[src/rtl/irq_ctrl_pkg.sv]
`timescale 1ns/1ps
package irq_ctrl_pkg;
  localparam int unsigned SRC_N = 7;

  // source bit positions (software decodes these)
  localparam int unsigned SRC_RX_OVF    = 0;
  localparam int unsigned SRC_MODE_FAIL = 1;
  localparam int unsigned SRC_TX_NFULL  = 2;
  localparam int unsigned SRC_TX_FULL   = 3;
  localparam int unsigned SRC_RX_NEMPTY = 4;
  localparam int unsigned SRC_RX_FULL   = 5;
  localparam int unsigned SRC_TX_UNDER  = 6;

  localparam logic [SRC_N-1:0] STICKY_SRC = 7'b100_0011;

  localparam int unsigned OFS_STATUS  = 'h04;
  localparam int unsigned OFS_ENABLE  = 'h08;
  localparam int unsigned OFS_DISABLE = 'h0C;
  localparam int unsigned OFS_MASK    = 'h10;
endpackage

[src/rtl/irq_reg_decode.sv]
`timescale 1ns/1ps
module irq_reg_decode
  import irq_ctrl_pkg::*;
#(
  parameter int unsigned ADDR_W = 8,
  parameter int unsigned DATA_W = 32,
  parameter int unsigned N      = SRC_N
) (
  input  logic [ADDR_W-1:0] addr_i,
  input  logic              wr_i,
  input  logic              rd_i,
  input  logic [N-1:0]      status_i,
  input  logic [N-1:0]      mask_i,
  output logic              stat_rd_o,
  output logic              en_wr_o,
  output logic              dis_wr_o,
  output logic [DATA_W-1:0] rdata_o
);
  localparam logic [ADDR_W-1:0] A_STAT = ADDR_W'(OFS_STATUS);
  localparam logic [ADDR_W-1:0] A_EN   = ADDR_W'(OFS_ENABLE);
  localparam logic [ADDR_W-1:0] A_DIS  = ADDR_W'(OFS_DISABLE);
  localparam logic [ADDR_W-1:0] A_MASK = ADDR_W'(OFS_MASK);

  logic hit_stat, hit_en, hit_dis, hit_mask;

  assign hit_stat = (addr_i == A_STAT);
  assign hit_en   = (addr_i == A_EN);
  assign hit_dis  = (addr_i == A_DIS);
  assign hit_mask = (addr_i == A_MASK);

  assign stat_rd_o = rd_i & hit_stat;
  assign en_wr_o   = wr_i & hit_en;
  assign dis_wr_o  = wr_i & hit_dis;

  always_comb begin
    rdata_o = '0;
    if (rd_i) begin
      if (hit_stat)      rdata_o[N-1:0] = status_i;
      else if (hit_mask) rdata_o[N-1:0] = mask_i;
    end
  end
endmodule

[src/rtl/irq_status.sv]
`timescale 1ns/1ps
module irq_status #(
  parameter int unsigned      N      = 7,
  parameter logic [N-1:0]     STICKY = '0
) (
  input  logic         clk_i,
  input  logic         rst_ni,
  input  logic [N-1:0] src_i,   // event pulse on sticky bits, level elsewhere
  input  logic         clr_i,
  output logic [N-1:0] status_o
);
  for (genvar i = 0; i < N; i++) begin : g_bit
    if (STICKY[i]) begin : g_sticky
      logic flag_q;
      // set wins over clear-on-read
      always_ff @(posedge clk_i or negedge rst_ni) begin
        if (!rst_ni) flag_q <= 1'b0;
        else         flag_q <= (flag_q & ~clr_i) | src_i[i];
      end
      assign status_o[i] = flag_q;
    end else begin : g_live
      assign status_o[i] = src_i[i];
    end
  end
endmodule

[src/rtl/irq_mask.sv]
`timescale 1ns/1ps
module irq_mask #(
  parameter int unsigned N = 7
) (
  input  logic         clk_i,
  input  logic         rst_ni,
  input  logic         set_i,
  input  logic         clr_i,
  input  logic [N-1:0] bits_i,
  output logic [N-1:0] mask_o
);
  logic [N-1:0] mask_q;

  always_ff @(posedge clk_i or negedge rst_ni) begin
    if (!rst_ni)    mask_q <= '0;
    else if (set_i) mask_q <= mask_q | bits_i;
    else if (clr_i) mask_q <= mask_q & ~bits_i;
  end

  assign mask_o = mask_q;
endmodule

[src/rtl/irq_ctrl.sv]
`timescale 1ns/1ps
module irq_ctrl
  import irq_ctrl_pkg::*;
#(
  parameter int unsigned ADDR_W = 8,
  parameter int unsigned DATA_W = 32
) (
  input  logic              clk_i,
  input  logic              rst_ni,
  input  logic [ADDR_W-1:0] addr_i,
  input  logic              wr_i,
  input  logic              rd_i,
  input  logic [SRC_N-1:0]  wdata_i,
  output logic [DATA_W-1:0] rdata_o,
  input  logic              tx_full_i,
  input  logic              rx_empty_i,
  input  logic              rx_full_i,
  input  logic              rx_push_i,
  input  logic              mode_fail_i,
  input  logic              tx_underflow_i,
  output logic              irq_o
);
  logic [SRC_N-1:0] src_w, status_w, mask_w;
  logic             stat_rd_w, en_wr_w, dis_wr_w;

  always_comb begin
    src_w                = '0;
    src_w[SRC_RX_OVF]    = rx_push_i & rx_full_i;
    src_w[SRC_MODE_FAIL] = mode_fail_i;
    src_w[SRC_TX_NFULL]  = ~tx_full_i;
    src_w[SRC_TX_FULL]   = tx_full_i;
    src_w[SRC_RX_NEMPTY] = ~rx_empty_i;
    src_w[SRC_RX_FULL]   = rx_full_i;
    src_w[SRC_TX_UNDER]  = tx_underflow_i;
  end

  irq_reg_decode #(.ADDR_W(ADDR_W), .DATA_W(DATA_W), .N(SRC_N)) i_dec (
    .addr_i   (addr_i),
    .wr_i     (wr_i),
    .rd_i     (rd_i),
    .status_i (status_w),
    .mask_i   (mask_w),
    .stat_rd_o(stat_rd_w),
    .en_wr_o  (en_wr_w),
    .dis_wr_o (dis_wr_w),
    .rdata_o  (rdata_o)
  );

  irq_status #(.N(SRC_N), .STICKY(STICKY_SRC)) i_stat (
    .clk_i   (clk_i),
    .rst_ni  (rst_ni),
    .src_i   (src_w),
    .clr_i   (stat_rd_w),
    .status_o(status_w)
  );

  irq_mask #(.N(SRC_N)) i_mask (
    .clk_i (clk_i),
    .rst_ni(rst_ni),
    .set_i (en_wr_w),
    .clr_i (dis_wr_w),
    .bits_i(wdata_i),
    .mask_o(mask_w)
  );

  assign irq_o = |(status_w & mask_w);
endmodule

[config.mk]
export PLATFORM = sky130hd
export DESIGN_NAME = irq_ctrl
export DESIGN_NICKNAME = d
export VERILOG_FILES = /design/src/rtl/irq_ctrl_pkg.sv /design/src/rtl/irq_reg_decode.sv /design/src/rtl/irq_status.sv /design/src/rtl/irq_mask.sv /design/src/rtl/irq_ctrl.sv
export SDC_FILE = /design/constraint.sdc
export NUM_CORES = 1
export LEC_CHECK = 0
export BUFFER_PORTS_ARGS = -buffer_cell sky130_fd_sc_hd__clkbuf_2
export CAP_MARGIN = 10
export CORE_UTILIZATION = 36
export DETAILED_ROUTE_END_ITERATION = 12
export PLACE_DENSITY_LB_ADDON = 0.05
export SYNTH_ARGS = -nofsm -noshare
export SYNTH_HDL_FRONTEND = slang
export SYNTH_SLANG_ARGS = --single-unit
[constraint.sdc]
create_clock -name clk_i -period 0.8 [get_ports clk_i]
set_input_delay 0.08 -clock clk_i [delete_from_list [all_inputs] [get_ports clk_i]]
set_output_delay 0.08 -clock clk_i [all_outputs]
set_load 0.01 [all_outputs]
==> results_dict.tcl <==
set metrics [dict create \
    clock_latency_ns 0.26 \
    power_frac_clock_pct 35.0 \
    chipHeight_um 49.90 \
    dpl.hpwl_um 1440 \
    synth_area_per_cell_um2 8.879 \
    p_comb_share_pct 24.4 \
    worstPathCellList "a222oi_1, o2111ai_1, clkbuf_2" \
    die_area_mm2 0.002490 \
    antenna_found_initial 0 \
    grt_use_total_pct 16.74 \
    die_w_um 49.90 \
    vias_per_cell 4.312 \
    drt-initial-drc-count 10 \
    syn_area_um2 825.8 \
    final_common_cell "clkbuf_2" \
    synth-seq-area-share_pct 30.30 \
    port_buffers 32 \
    num-fill-cells 187 \
    startpoint_type "register" \
    status "finished with violations" \
    fin_crit_ns 1.458 \
    finalSetupViolations 10 \
    routed.top_layer "met4" \
    gp_congestion 0.8043 \
    htree_num_levels 1 \
    dr.pass1.iters 4 \
    drive_above_1_share_pct 44.52 \
    drt-wirelength-per-cell_um 10.86 \
    fin_area_mm2 0.001174 \
    p_sw_share_pct 28.15 \
    cp.arrival_ns 1.38 \
    place_area_mm2 0.001011 \
    synth_cell_types 20 \
    postRouteAntennaNets 0 \
    critical_path_required_ns 0.72 \
    drc 0 \
    async_flop_share_pct 100.0 \
    min_period_over_period_pct 182.2 \
    final.hold.worst_slack_ns 0.05465 \
    io_pins 58 \
    diodes 0 \
    grt_setup_unrepaired "yes" \
    timing.final.ws_setup_ns -0.6578 \
    place_ws_ns -0.3715 \
    end_kind "primary output" \
    switchingPower_mw 0.3727 \
    netlist_instances 93 \
    synth_edf_count 0 \
    leakage_nw 0.6682 \
    vdd_ir_drop_max_mv 0.8065 \
    grt_overflow 0 \
    cp_num_buf_inv 1 \
    maxCapViolCount 0 \
    finClkSkew_ns 0 \
    cts.sinks 10 \
    cts_tree "built" \
    met2_length_um 882 \
    grt_pass1_vias 718 \
    hp-class "input pin to register" \
    hold_viol 0 \
    path_class "register to primary output" \
    power_density_mw_per_mm2 1128 \
    routed_wl_um 1878 \
    seqCellArea_um2 250.2 \
    ys_ff_latch 10 \
    failed_checks "setup timing" \
    rows 16 \
    p_seq_share_pct 40.6 \
    start_util_pct 40.05 \
    area_growth_pct 42.12 \
    coreArea_mm2 0.002062 \
    wl_met1_um 844 \
    cts.path.max_buffers 2 \
    slowest_stage "dfrtp_1" \
    dr_total_vias 746 \
    fmax_mhz 686.0 \
    critPathTopFamily "compound AO/OA/AOI/OAI gates" \
    ys_warn_count 0 \
    clkTransAtPathRegs_ns 0.07 \
    grt_max_degree 11 \
    final_cell_mix "clkbuf_2, conb_1, buf_4" \
    synth_ff_type "dfrtp_1" \
    crit_fanout 2 \
    slew_violations 0 \
    met3_length_um 137 \
    p_int_mw 0.9512 \
    slowest_delay_ns 0.40 \
    multi_input_area_um2 467.9 \
    cts_made_buffers 3 \
    cts_root_buf "clkbuf_4" \
    final_nets 172 \
    grt_pass1_wl_um 3187 \
]
## Yosys cell counts (2+ instances only)
| cell type | number | area share [%] |
|---|---|---|
| a21o_1 | 2 | 1.8 |
| a22oi_1 | 7 | 6.4 |
| buf_4 | 26 | 24 |
| dfrtp_1 | 10 | 30 |
| inv_1 | 9 | 4.1 |
| mux2i_1 | 8 | 9.7 |
| nand3_1 | 7 | 4.2 |
| nor2_1 | 9 | 4.1 |
| nor2b_1 | 3 | 2.3 |
| nor4b_4 | 2 | 5.8 |
## power by group through the flow
stage	logic (mW)	registers [mW]	clock network, mW
finish	0.323	0.538	0.463
CTS	0.293	0.535	0.469
floorplan	0.231	0.542	0
global route	0.361	0.540	0.505
detailed placement	0.266	0.545	0
global placement	0.263	0.545	0
## cells by family (layout without fill, tap and decap cells)
logic type	Yosys count	after routing	synth area share [%]
flops	10	10	30.30
buf+inv	37	66	28.79
mux	8	8	9.697
compound gates	12	12	11.52
other cells	1	25	0.4541
simple gates	25	25	19.24
## per-stage QoR
step	total power [mW]	TNS [ns]	util (%)	instances
after floorplan	0.7732	-0.5284	-	117
after global placement	0.8075	-4.300	49.03	162
after detailed placement	0.8113	-4.320	49.03	162
after CTS	1.297	-3.095	53.88	170
after global routing	1.406	-3.881	56.92	173
final	1.324	-3.246	56.92	173
## path summary, 6_finish.rpt
check,cells after the start,to,startpoint,slack [ns]
worst max-delay path,3,irq_o,i_stat.g_bit[0].g_sticky.flag_q$_DFF_PN0_,-0.66
worst min-delay path,2,i_stat.g_bit[0].g_sticky.flag_q$_DFF_PN0_,rx_push_i,0.05
worst max register to register,5,register,register,-0.15
worst min register to register,2,register,register,0.58
max in group asynchronous,2,async pin,rst_ni,0.38
min in group asynchronous,2,i_stat.g_bit[6].g_sticky.flag_q$_DFF_PN0_,rst_ni,0.20
## cell type report
class	instances	area share (%)
flip-flops and latches	10	21.32
multi-input cells	70	39.87
repair buffers	53	29.96
inverters	9	2.878
clock buffers	4	3.092
well taps	27	2.878
## routing by layer
| layer | track usage, % | up-vias |
|---|---|---|
| li1 | - | 376 |
| met1 | 21.58 | 329 |
| met2 | 27.03 | 39 |
| met3 | 3.086 | 2 |
| met4 | 7.143 | 0 |
| met5 | 0 | - |
## what timing repair did
action	in CTS	in global routing
hold endpoints to repair	11	1
gates resized for setup	7	12
hold buffers	2	1
buffers inserted	2	4
setup endpoints to repair	9	14
pin swaps	6	6
## worst reg2reg max path: cells and delay by family, from the launching register on
family                 cells  cell delay [ns]
multiplexers               1             0.06
buffers and inverters      4             0.38
flip-flops                 1             0.39
Power figures use the tool's default switching activity.
